### config.mk
export PLATFORM = sky130hd
export DESIGN_NAME = dual_read_regfile
export DESIGN_NICKNAME = d
export VERILOG_FILES = /design/src/rtl/rf_pkg.sv /design/src/rtl/rf_wdec.sv /design/src/rtl/rf_storage.sv /design/src/rtl/rf_rport.sv /design/src/rtl/dual_read_regfile.sv
export SDC_FILE = /design/constraint.sdc
export NUM_CORES = 1
export LEC_CHECK = 0
export BUFFER_PORTS_ARGS = -buffer_cell sky130_fd_sc_hd__buf_2
export CAP_MARGIN = 20
export CORE_ASPECT_RATIO = 1.75
export CORE_MARGIN = 1
export CORE_UTILIZATION = 44
export DETAILED_ROUTE_END_ITERATION = 12
export PLACE_DENSITY = 0.69
export SETUP_SLACK_MARGIN = 0.2
export SKIP_LAST_GASP = 1
export SLEW_MARGIN = 0
export SYNTH_ARGS = -nofsm -noshare
export SYNTH_HDL_FRONTEND = slang
export SYNTH_HIERARCHICAL = 1
export SYNTH_SLANG_ARGS = --single-unit
### constraint.sdc
create_clock -name clk -period 11.5 [get_ports clk]
set_input_delay 2.3 -clock clk [delete_from_list [all_inputs] [get_ports clk]]
set_output_delay 2.3 -clock clk [all_outputs]
set_load 0.1 [all_outputs]
### src/rtl/rf_pkg.sv
package rf_pkg;
   localparam int RF_DATA_W_DEF   = 16;
   localparam int RF_NUM_REGS_DEF = 8;

   function automatic bit rf_is_pow2(input int n);
      return (n >= 2) && ((n & (n - 1)) == 0);
   endfunction
endpackage

### src/rtl/rf_wdec.sv
module rf_wdec #(
   parameter int NUM_REGS = rf_pkg::RF_NUM_REGS_DEF,
   parameter bit ZERO_REG = 1'b1,
   localparam int ADDR_W  = $clog2(NUM_REGS)
) (
   input  logic                en,
   input  logic [ADDR_W-1:0]   addr,
   output logic [NUM_REGS-1:0] sel
);
   for (genvar i = 0; i < NUM_REGS; i++) begin : g_sel
      if (ZERO_REG && i == 0) begin : g_tied
         assign sel[i] = 1'b0;
      end else begin : g_live
         assign sel[i] = en && (addr == ADDR_W'(i));
      end
   end
endmodule

### src/rtl/rf_storage.sv
module rf_storage #(
   parameter int DATA_W   = rf_pkg::RF_DATA_W_DEF,
   parameter int NUM_REGS = rf_pkg::RF_NUM_REGS_DEF,
   parameter bit ZERO_REG = 1'b1
) (
   input  logic                             clk,
   input  logic                             rst,
   input  logic [NUM_REGS-1:0]              sel,
   input  logic [DATA_W-1:0]                wdata,
   output logic [NUM_REGS-1:0][DATA_W-1:0]  regs_q
);
   for (genvar i = 0; i < NUM_REGS; i++) begin : g_ent
      if (ZERO_REG && i == 0) begin : g_const
         assign regs_q[i] = '0;
      end else begin : g_flop
         logic [DATA_W-1:0] q;
         always_ff @(posedge clk or posedge rst) begin
            if (rst)         q <= '0;
            else if (sel[i]) q <= wdata;
         end
         assign regs_q[i] = q;
      end
   end
endmodule

### src/rtl/rf_rport.sv
module rf_rport #(
   parameter int DATA_W   = rf_pkg::RF_DATA_W_DEF,
   parameter int NUM_REGS = rf_pkg::RF_NUM_REGS_DEF,
   parameter bit ZERO_REG = 1'b1,
   localparam int ADDR_W  = $clog2(NUM_REGS)
) (
   input  logic                             clk,
   input  logic                             rst,
   input  logic [NUM_REGS-1:0][DATA_W-1:0]  regs_q,
   input  logic [ADDR_W-1:0]                addr,
   output logic [DATA_W-1:0]                data
);
   logic [DATA_W-1:0] pick;

   if (ZERO_REG) begin : g_zmask
      always_comb pick = (addr == '0) ? '0 : regs_q[addr];
   end else begin : g_plain
      always_comb pick = regs_q[addr];
   end

   always_ff @(posedge clk or posedge rst) begin
      if (rst) data <= '0;
      else     data <= pick;
   end
endmodule

### src/rtl/dual_read_regfile.sv
module dual_read_regfile #(
   parameter int DATA_W   = rf_pkg::RF_DATA_W_DEF,
   parameter int NUM_REGS = rf_pkg::RF_NUM_REGS_DEF,
   parameter bit ZERO_REG = 1'b1,
   localparam int ADDR_W  = $clog2(NUM_REGS)
) (
   input  logic              clk,
   input  logic              rst,
   input  logic              wp_en,
   input  logic [ADDR_W-1:0] wp_addr,
   input  logic [DATA_W-1:0] wp_data,
   input  logic [ADDR_W-1:0] rp0_addr,
   output logic [DATA_W-1:0] rp0_data,
   input  logic [ADDR_W-1:0] rp1_addr,
   output logic [DATA_W-1:0] rp1_data
);
   localparam int NUM_RP = 2;

   if (!rf_pkg::rf_is_pow2(NUM_REGS)) begin : g_bad_depth
      $error("NUM_REGS must be a power of two, at least 2");
   end
   if (DATA_W < 1) begin : g_bad_width
      $error("DATA_W must be positive");
   end

   logic [NUM_REGS-1:0]             wr_sel;
   logic [NUM_REGS-1:0][DATA_W-1:0] regs_q;
   logic [NUM_RP-1:0][ADDR_W-1:0]   rd_addr;
   logic [NUM_RP-1:0][DATA_W-1:0]   rd_data;

   assign rd_addr[0] = rp0_addr;
   assign rd_addr[1] = rp1_addr;
   assign rp0_data   = rd_data[0];
   assign rp1_data   = rd_data[1];

   rf_wdec #(.NUM_REGS(NUM_REGS), .ZERO_REG(ZERO_REG)) u_wdec (
      .en   (wp_en),
      .addr (wp_addr),
      .sel  (wr_sel)
   );

   rf_storage #(.DATA_W(DATA_W), .NUM_REGS(NUM_REGS), .ZERO_REG(ZERO_REG)) u_store (
      .clk    (clk),
      .rst    (rst),
      .sel    (wr_sel),
      .wdata  (wp_data),
      .regs_q (regs_q)
   );

   for (genvar p = 0; p < NUM_RP; p++) begin : g_rp
      rf_rport #(.DATA_W(DATA_W), .NUM_REGS(NUM_REGS), .ZERO_REG(ZERO_REG)) u_rp (
         .clk    (clk),
         .rst    (rst),
         .regs_q (regs_q),
         .addr   (rd_addr[p]),
         .data   (rd_data[p])
      );
   end
endmodule

* After elaboration in Yosys (flattened, before gate mapping)
Index checks and enable logic that the tools add are counted. Widths: inputs -> output; s select.
Word-level totals: bits in latches 0, input bits 28, memories 0, memory bits (writable) 0, output and inout port bits 32, bits in read-only memories 0, bits in registers 144
Operators by class: equal/unequal tests 7, order comparisons 2, add/subtract/negate cells 0, reduce and logical (&&, ||, !) cells 9, divide/modulo/power cells 0, bitwise operators 0, muxes and demuxes 6, shift-type cells 0, $mul 0
Operators by type and width (number):
- $bmux 16 s3 | 2
- $mux 16 | 4
- $eq 3x3->1 const B | 4
- $lt 3x4->1 const B | 2
- $logic_and 1x1->1 | 7
- $eq 3x2->1 const B | 2
- $logic_not 3->1 | 2
- $eq 3x1->1 const B | 1

* Logic depth before layout (Yosys ltp)
depth in word-level cells 3, mapped depth 6, mapped depth without buffers 3

* Hierarchy
The synthesis kept the hierarchy.
Modules (own cells, without submodules):
- rf_storage | sequential area each 2802.7 µm², area an instance 4673.2 µm², instances 1, cells each 256
- rf_rport | sequential area each 400.4 µm², area an instance 1764.2 µm², instances 2, cells each 133
- rf_wdec | sequential area each 0.0 µm², area an instance 92.6 µm², instances 1, cells each 9

* Worst setup path before layout
Ideal clock, no wire load.
path kind in2reg, from in rp0_addr[1], to reg g_rp[0].u_rp.data[12], path buffers 2, required time 11.339 ns, library setup time 0.161 ns, slack 8.218 ns, stages 5, arrival time 3.121 ns, path through buf_6 buf_6 mux2_4 a221oi_2 a311oi_2
Between the ends: word-level cells in the longest chain between the ends 3, elaborated cells between the ends (all ways) 4, classes of those cells mux: 3; reduce/logical: 1
Ends and longest elaborated chain:
- start, declared | RTL line dual_read_regfile.sv:12 | input logic [ADDR_W-1:0] rp0_addr,
- $bmux 16 s3 | RTL line rf_rport.sv:16 | always_comb pick = (addr == '0) ? '0 : regs_q[addr];
- $mux 16 (not written as such) | RTL line rf_rport.sv:16
- $mux 16 * | RTL line rf_rport.sv:16
- named net g_rp[0].u_rp.pick[12] | RTL line rf_rport.sv:13 | logic [DATA_W-1:0] pick;
- end signal, assigned | RTL line rf_rport.sv:23 | else data <= pick;
- end, declared | RTL line rf_rport.sv:11 | output logic [DATA_W-1:0] data
Mark *: on every way through the listed nets, which the timed path passes. The rest lies on a longest branch. The select of a mux whose other input is x is not followed. A chain may end at the register's enable or synchronous reset.

* Final worst setup path
from in rp0_addr[2], to reg g_rp[0].u_rp.data[4]
Same word-level chain as after synthesis.

==> results.py <==
metrics = {
    "drt": {
        "viasPerCell": 5.80,
        "ant_nets": 0,
        "drt-wirelength-per-cell_um": 23.6,
        "first_pass_iters": 4,
        "route.detailed.drc": 0,
        "vias": 4593,
        "routed_wl_um": 18700,
        "drt_iter0_markers": 220,
    },
    "timing": {
        "min_period_ps": 4320,
        "finalSetupViolCount": 0,
        "rsz0062_at_grt": "no",
        "finClkSkew_ps": 5.80,
        "fin_hold_ws_ps": 527,
        "fin_crit_sh": 0.376,
        "tightest_slew_ps": 1080,
        "hold_viol": 0,
        "clock.fmax_mhz": 231,
        "final.setup.tns_ps": 0,
        "slew_headroom": 0.281,
        "final-max-slew-violation-count": 0,
    },
    "pwr": {
        "combPwrFrac": 0.270,
        "power_switching_uw": 586,
        "powerDensity_nw_per_um2": 206,
        "clkPwrFrac": 0.346,
        "intPower_uw": 1240,
        "vdd.ir_drop.worst_mv": 0.113,
        "switching_share": 0.322,
        "totalPowerFinal_uw": 1820,
        "p_leak_uw": 0.00382,
        "pwr-share-seq": 0.384,
    },
    "clock_network": {
        "cts_buffers": 17,
        "cts_setup_buffers": 0,
        "numClockSinks": 144,
        "path_clk_slew_ps": 60,
        "cts_root_buffer": "clkbuf_16",
        "cts_tree": "done",
        "clock_latency_ps": 410,
        "cts_resized": 0,
        "cts_max_level": 4,
        "ctsHoldBuffers": 0,
        "clockBufferDepth": 2,
    },
    "placed_design": {
        "placed_area_um2": 8140,
        "io_buffers": 59,
        "gp_congestion": 0.751,
        "dp_hpwl_um": 11200,
    },
    "cells_and_area": {
        "regArea_um2": 3600,
        "multi_input_area_um2": 3900,
        "nNetsFinal": 573,
        "fillCellCount": 1597,
        "final_cell_area_um2": 8820,
        "num_antenna_cells": 0,
        "mostFrequentLayoutCell": "dfrtp_1",
        "final_cell_mix": "dfrtp_1, mux2_4, buf_2",
        "layout-drive-gt1-share": 0.581,
        "area_delta_synth_final_pct": 8.07,
    },
    "floorplan": {
        "ios": 60,
        "chipWidth_um": 105,
        "die_area_um2": 19100,
        "die_h_um": 182,
        "core_area_um2": 18100,
        "fp-row-count": 65,
        "start_util": 0.452,
    },
    "hold_path": {
        "min_path_type": "flip-flop to flip-flop",
        "min-delay-start": "u_store/g_ent[3].g_flop.q[15]",
    },
    "synth": {
        "ys_warn_count": 6,
        "mappedNetlistArea_um2": 8160,
        "synth_fp_nets": 540,
        "syn_inst": 512,
        "syn_avg_cell_area_um2": 15.9,
    },
    "setup_path": {
        "crit_arrival_ps": 4540,
        "path_class": "input port to flip-flop",
        "crit_path_end_kind": "flip-flop",
        "crit_start": "rp0_addr[2]",
        "r2r-start": "u_store/g_ent[1].g_flop.q[0]",
        "crit_fanout": 33,
        "critPathRequiredTime_ps": 11720,
        "start_kind": "input port",
    },
    "global_route": {
        "grt_max_degree": 76,
        "grt.overflow.total": 0,
        "antenna_found_initial": 0,
        "grt_pass1_vias": 5093,
        "grt_pass1_wl_um": 29700,
        "grt_usage": 0.206,
    },
    "run": {
        "drv_cap": 0,
    },
    "outcome": {
        "status": "complete, no violations",
    },
}
[state kept, by name, summed over array words and instances (netlist names)]
name	count
u_store/g_ent.g_flop.q	112
g_rp.u_rp/data	32
[through the flow]
| step | setup WS, ps | cells | utilization |
|---|---|---|---|
| final | 7180 | 792 | 0.488 |
| after global placement | 6820 | 760 | 0.451 |
| after CTS | 7230 | 792 | 0.488 |
| after detailed placement | 6780 | 760 | 0.451 |
| after floorplan | 6240 | 512 | - |
| after global routing | 7060 | 792 | 0.488 |
[power by group through the flow]
| stage | logic, µW | registers [µW] | clock network, µW |
|---|---|---|---|
| finish | 491 | 699 | 630 |
| global route | 514 | 712 | 668 |
| CTS | 494 | 698 | 644 |
| detailed placement | 493 | 705 | 0 |
| global placement | 482 | 696 | 0 |
| floorplan | 285 | 827 | 0 |
[layer usage]
metal,GRT usage,routed length (µm),part of all wire
met2,0.350,9790,0.52
met4,0.0885,418,0.022
met5,0,0,0
met3,0.0375,400,0.021
met1,0.257,8050,0.43
[path summary, 6_finish.rpt]
path | to | slack, ps | cells past startpoint
min in group asynchronous | u_store/g_ent[2].g_flop.q[5] | 1930 | 2
setup / recovery | g_rp[0].u_rp/data[4] | 7180 | 4
hold reg to reg | u_store/g_ent[3].g_flop.q[15] | 530 | 1
hold / removal | u_store/g_ent[3].g_flop.q[15] | 530 | 1
max in group asynchronous | u_store/g_ent[7].g_flop.q[4] | 8200 | 3
setup reg to reg | g_rp[1].u_rp/data[0] | 10210 | 3
[cell type report]
| type | count | area share |
|---|---|---|
| multi-input cells | 315 | 0.442 |
| flip-flops and latches | 144 | 0.409 |
| clock buffers | 20 | 0.0507 |
| repair buffers | 64 | 0.0377 |
| well taps | 234 | 0.0332 |
| clock inverters | 12 | 0.0261 |
| inverters | 3 | 0.00156 |
[worst max-delay path: stages]
cell      delay (ps)
buf_2            740
nand2b_1         830
a211oi_1         540
a311oi_2          90
No activity file was read; power rests on OpenSTA's default activity.
